`src/rtl/crc16_mc_pkg.sv`:
```
// Package: shared types and constants for the multi-channel CRC16 engine.
// Assumes a 16-bit CRC updated eight bits at a time.
package crc16_mc_pkg;
    localparam int CRC_W  = 16;
    localparam int BYTE_W = 8;
    typedef logic [CRC_W-1:0]  crc_t;
    typedef logic [BYTE_W-1:0] byte_t;
    localparam crc_t CRC_SEED = 16'hFFFF;
endpackage

```
`src/rtl/crc16_byte_step.sv`:
```
// Module: crc16_byte_step
// Advances a reflected CCITT CRC16 by one byte, purely combinationally.
// The logic is about four XOR levels deep. Assumes the input CRC and byte
// are stable within the cycle. Holds no state.
module crc16_byte_step
    import crc16_mc_pkg::*;
(
    input  crc_t  crc_in,
    input  byte_t data_in,
    output crc_t  crc_out
);
    byte_t t_mix;
    byte_t t_fold;

    // Purpose: compute the folded byte and combine the shifted copies.
    always_comb begin
        t_mix   = crc_in[7:0] ^ data_in;
        t_fold  = t_mix ^ {t_mix[3:0], 4'b0000};
        crc_out = {8'h00, crc_in[15:8]}
                ^ {t_fold, 8'h00}
                ^ {5'b00000, t_fold, 3'b000}
                ^ {12'h000, t_fold[7:4]};
    end
endmodule

```
`src/rtl/crc16_chan_store.sv`:
```
// Module: crc16_chan_store
// Per-channel CRC state. It has one write port for updates, one reseed port
// and two combinational lookup ports: one for the update path, one for
// read-back. A reseed wins over an update to the same channel. Assumes
// NUM_CH <= 2**CH_W.
module crc16_chan_store
    import crc16_mc_pkg::*;
#(
    parameter int NUM_CH = 64,
    parameter int CH_W   = $clog2(NUM_CH)
) (
    input  logic            clk,
    input  logic            rst_n,
    input  logic            seed_en,
    input  logic [CH_W-1:0] seed_ch,
    input  logic            wr_en,
    input  logic [CH_W-1:0] wr_ch,
    input  crc_t            wr_data,
    input  logic [CH_W-1:0] lk_ch,
    output crc_t            lk_data,
    input  logic [CH_W-1:0] rd_ch,
    output crc_t            rd_data
);
    crc_t mem [NUM_CH];

    // Purpose: reset, reseed or update each entry with reseed priority.
    always_ff @(posedge clk) begin
        for (int i = 0; i < NUM_CH; i++) begin
            if (!rst_n)
                mem[i] <= CRC_SEED;
            else if (seed_en && seed_ch == CH_W'(i))
                mem[i] <= CRC_SEED;
            else if (wr_en && wr_ch == CH_W'(i))
                mem[i] <= wr_data;
        end
    end

    // Purpose: combinational lookups for the update path and the read port.
    always_comb begin
        lk_data = mem[lk_ch];
        rd_data = mem[rd_ch];
    end
endmodule

```
`src/rtl/crc16_rd_port.sv`:
```
// Module: crc16_rd_port
// Registers the looked-up CRC when a read is requested. The result is valid
// one cycle later and held until the next request.
module crc16_rd_port
    import crc16_mc_pkg::*;
(
    input  logic clk,
    input  logic rst_n,
    input  logic req,
    input  crc_t data_in,
    output logic valid,
    output crc_t data_out
);
    // Purpose: capture the read data and flag it for one cycle.
    always_ff @(posedge clk) begin
        if (!rst_n) begin
            valid    <= 1'b0;
            data_out <= '0;
        end else begin
            valid <= req;
            if (req)
                data_out <= data_in;
        end
    end
endmodule

```
`src/rtl/crc16_mc_engine.sv`:
```
// Module: crc16_mc_engine (top)
// Interleaved multi-channel CRC16: one byte per clock for any channel, with
// per-channel reseed and a registered read-back. Assumes inputs are
// synchronous to clk.
module crc16_mc_engine
    import crc16_mc_pkg::*;
#(
    parameter int NUM_CH = 64,
    parameter int CH_W   = $clog2(NUM_CH)
) (
    input  logic            clk,
    input  logic            rst_n,
    input  logic            upd_valid,
    input  logic [CH_W-1:0] upd_chan,
    input  logic [7:0]      upd_byte,
    input  logic            init_valid,
    input  logic [CH_W-1:0] init_chan,
    input  logic            rd_req,
    input  logic [CH_W-1:0] rd_chan,
    output logic            rd_valid,
    output logic [15:0]     rd_crc
);
    crc_t cur_crc;
    crc_t nxt_crc;
    crc_t rd_lookup;

    crc16_chan_store #(.NUM_CH(NUM_CH), .CH_W(CH_W)) u_store (
        .clk     (clk),
        .rst_n   (rst_n),
        .seed_en (init_valid),
        .seed_ch (init_chan),
        .wr_en   (upd_valid),
        .wr_ch   (upd_chan),
        .wr_data (nxt_crc),
        .lk_ch   (upd_chan),
        .lk_data (cur_crc),
        .rd_ch   (rd_chan),
        .rd_data (rd_lookup)
    );

    crc16_byte_step u_step (
        .crc_in  (cur_crc),
        .data_in (upd_byte),
        .crc_out (nxt_crc)
    );

    crc16_rd_port u_rd (
        .clk      (clk),
        .rst_n    (rst_n),
        .req      (rd_req),
        .data_in  (rd_lookup),
        .valid    (rd_valid),
        .data_out (rd_crc)
    );
endmodule

```
`config.mk`:
```
export PLATFORM = sky130hd
export DESIGN_NAME = crc16_mc_engine
export DESIGN_NICKNAME = d
export VERILOG_FILES = /design/src/rtl/crc16_mc_pkg.sv /design/src/rtl/crc16_byte_step.sv /design/src/rtl/crc16_chan_store.sv /design/src/rtl/crc16_rd_port.sv /design/src/rtl/crc16_mc_engine.sv
export SDC_FILE = /design/constraint.sdc
export NUM_CORES = 2
export LEC_CHECK = 0
export ABC_AREA = 1
export ABC_CLOCK_PERIOD_IN_PS = 6100
export BUFFER_PORTS_ARGS = -buffer_cell sky130_fd_sc_hd__buf_2
export CAP_MARGIN = 40
export CORE_ASPECT_RATIO = 1.2
export CORE_MARGIN = 3
export CORE_UTILIZATION = 36
export DETAILED_ROUTE_END_ITERATION = 8
export PLACE_DENSITY_LB_ADDON = 0.1
export SYNTH_ARGS = -nofsm -noshare
export SYNTH_HDL_FRONTEND = slang
export SYNTH_SLANG_ARGS = --single-unit
```
`constraint.sdc`:
```
create_clock -name clk -period 6.1 [get_ports clk]
set_clock_uncertainty 0.15 [all_clocks]
set_input_delay 0.305 -clock clk [delete_from_list [all_inputs] [get_ports clk]]
set_output_delay 0.305 -clock clk [all_outputs]
set_load 0.02 [all_outputs]
```
==> metrics.yaml <==
detailed_routing:
  drt_iter0_markers: 7837
  avgViaCountPerCell: 6.221
  drt-total-wl_um: 281500
  dr.pass1.iters: 9
  postRouteAntennaNets: 0
  route.detailed.drc: 0
  via_count: 54930
  wl_per_cell_um: 31.88
cts:
  cts_buffers: 114
  ctsResizeCount: 0
  clock-sinks: 1041
  htreeDepth: 3
  tritoncts: "built"
  cts_buffer_depth: 3
  clk_pin_slew_ns: 0.06
  clkLatencyLatePin_ns: 0.77
  ctsRootBufferMaster: "clkbuf_16"
timing:
  rsz0062_at_grt: "no"
  tns_ns: 0
  hold_viol: 0
  period_needed_ns: 4.316
  finalCritPeriodShare_pct: 70.76
  tightest_slew_ns: 1.062
  clock.fmax_mhz: 231.7
  setup_viol: 0
  max_slew_margin_pct: 28.87
  final_max_slew_viol_count: 0
global_routing:
  grt_pass1_wl_um: 390600
  overflow: 0
  grt_max_degree: 123
  grt_usage_pct: 33.60
  antenna_found_initial: 8
  grt_pass1_vias: 51870
worst_setup_path:
  r2r_slack_ns: 2.04
  end_kind: "flip-flop"
  ff2ff_path_depth: 17
  startpoint_type: "primary input"
  required_ns: 6.45
  worstSetupPathType: "in -> reg"
  crit_fanout: 60
  cp.arrival_ns: 4.66
die:
  fp.dieW_um: 368.8
  rows: 159
  io_pins: 48
  dieArea_mm2: 0.1628
  initial_core_util_pct: 36.27
  core-area_mm2: 0.1568
  die_y_um: 441.4
synthesis:
  syn_area_mm2: 0.05686
  syn_inst: 6807
  synth-xor-area-share_pct: 0
  syn_avg_cell_area_um2: 8.353
  synth_top_area_cell: "edfxtp_1"
  ys_seq_area_share_pct: 54.68
  yosys.area_share.adder_pct: 0
  netlist-cell-type-count: 34
  synth_area_leaders: "edfxtp_1, nand2_1, nand3_1"
  synth.area.mux_share_pct: 0
  synth_compound_area_share_pct: 13.41
  synth_simple_gate_area_share_pct: 26.19
  yosysTopAreaCellShare_pct: 54.08
  syn_nets: 6838
  yosys_register_bits: 1041
  synth_top_family_by_area: "simple AND/OR/NAND/NOR gates"
  yosys_warnings: 0
pwr:
  p_clk_share_pct: 37.9
  switching_share_pct: 31.40
  p_seq_share_pct: 44.4
  power.density_mw_per_mm2: 282.1
  peakVddDrop_v: 0.0002443
  p_leak_nw: 21.56
  power.switching_mw: 5.709
  p_int_mw: 12.47
  pwr-share-comb_pct: 17.7
final_layout:
  area_delta_synth_final_pct: 13.36
  fin_nets: 6665
  layout-drive-gt1-share_pct: 8.337
  finish.utilization_pct: 41.12
  fin_area_mm2: 0.06446
hold_path:
  hp-class: "in -> reg"
  hold_depth: 3
placed_design:
  hpwl_um: 168200
  place_area_mm2: 0.06084
  place.gp.congestion: 0.9497
  io_buffers: 47
job:
  drv_cap: 0
status:
  status: "finished clean"
==> power by group through the flow <==
stage / clock network [mW] / registers, mW / logic (mW)
2_1_floorplan: 0 / 8.21 / 1.66
3_3_place_gp: 0 / 8.22 / 3.05
3_5_place_dp: 0 / 8.22 / 3.12
4_1_cts: 6.93 / 8.07 / 3.13
5_1_grt: 7.19 / 8.08 / 3.32
6_report: 6.89 / 8.07 / 3.22
==> critical path, stage by stage <==
cell,delay (ns)
clkbuf_8,0.41
inv_6,0.36
nand2_8,0.50
buf_12,0.36
o22ai_1,0.11
o21ai_0,0.67
nand2_1,0.09
o21ai_0,0.31
nand2_1,0.18
nor2_1,0.25
inv_1,0.11
nand2_4,0.38
buf_12,0.27
nand3_1,0.10
==> Yosys cell counts <==
master and instances:
and3_1 1, inv_2 9, buf_6 2, or2_1 1
o22ai_1 480, buf_1 55, nand2_4 2, nor2_4 1
o21ai_0 716, buf_2 229, clkbuf_1 332, a41oi_1 2
nand4_1 15, nand2_1 1873, nor3_1 5, nor2_1 838
inv_4 1, nor3_2 1, a21oi_1 64, edfxtp_1 1024
buf_4 12, o211ai_1 81, nand2_2 5, clkinv_1 2
nand3_1 879, nand3_2 10, a31oi_1 1, a22oi_1 2
inv_1 132, o21ai_2 1, or2_2 1, and2_1 1
o21ai_1 12, dfxtp_1 17
==> repair_timing <==
item,4_1_cts,5_1_grt
hold buffers,2,0
buffers inserted,0,0
endpoints found under the hold margin,17,0
==> final cells by class <==
class,count,area [µm²]
clock inverters,71,481.7
inverters,144,578.1
well taps,2093,2619
clock buffers,140,3088
multi-input cells,4992,22840
repair buffers,341,3745
fillers,15560,92310
flip-flops and latches,1041,31090
diodes,7,17.52
==> registers in the layout, summed over array words and instances, names as in the netlist <==
register	count
u_store.mem	1024
u_rd.data_out	16
u_rd.valid	1
==> metrics by stage <==
step	hold slack [ns]	worst slack (ns)	instances	total power [mW]
2_1_floorplan	0.4472	3.307	6807	9.867
3_3_place_gp	0.3053	0.9998	8553	11.27
3_5_place_dp	0.3118	1.135	8608	11.34
4_1_cts	0.09026	1.944	8821	18.13
5_1_grt	0.1639	1.574	8827	18.60
6_report	0.1226	1.784	8829	18.18
==> routing by layer <==
metal  global-route usage (%)  wire length (µm)  vias up
met5                        0                 0        -
met4                    20.98             18900        0
met3                    5.667             28980      839
met2                    52.55            126100     3695
met1                    43.46            107500    27010
li1                         -                 -    23380
==> final timing paths <==
kind | start | end
worst max-delay path | upd_chan[0] | u_store.mem[44][0]$_SDFFCE_PN1P_
worst min-delay path | rd_req | u_rd.data_out[0]$_SDFFE_PN0P_
worst max register to register | u_store.mem[47][0]$_SDFFCE_PN1P_ | u_store.mem[44][0]$_SDFFCE_PN1P_
worst min register to register | u_rd.data_out[14]$_SDFFE_PN0P_ | u_rd.data_out[14]$_SDFFE_PN0P_
==> cell families (layout without fill, tap and decap cells) <==
| kind of cell | after synthesis | in the layout |
|---|---|---|
| buf+inv | 774 | 696 |
| other cells | 0 | 7 |
| simple gates | 3633 | 3633 |
| flops | 1041 | 1041 |
| compound gates | 1359 | 1359 |
==> placed cells by master, fill, tap and decap left out, types with 6 or more instances in the layout <==
master        n
o21ai_1      13
clkinv_2     29
buf_2        42
clkbuf_16   120
dfxtp_1      17
buf_8        13
nor3_2        6
nand2_1    1866
buf_16       28
diode_2       7
clkinv_1     33
nand3_4      15
a21oi_1      64
o21ai_0     714
o211ai_1     81
nor2_1      829
buf_4       204
nand4_1      15
bufinv_16     6
inv_1       129
clkbuf_1     19
edfxtp_1   1024
o22ai_1     480
nand2_4      10
buf_12       49
nand3_1     874
Note: power is estimated with default switching activity, not from simulation.
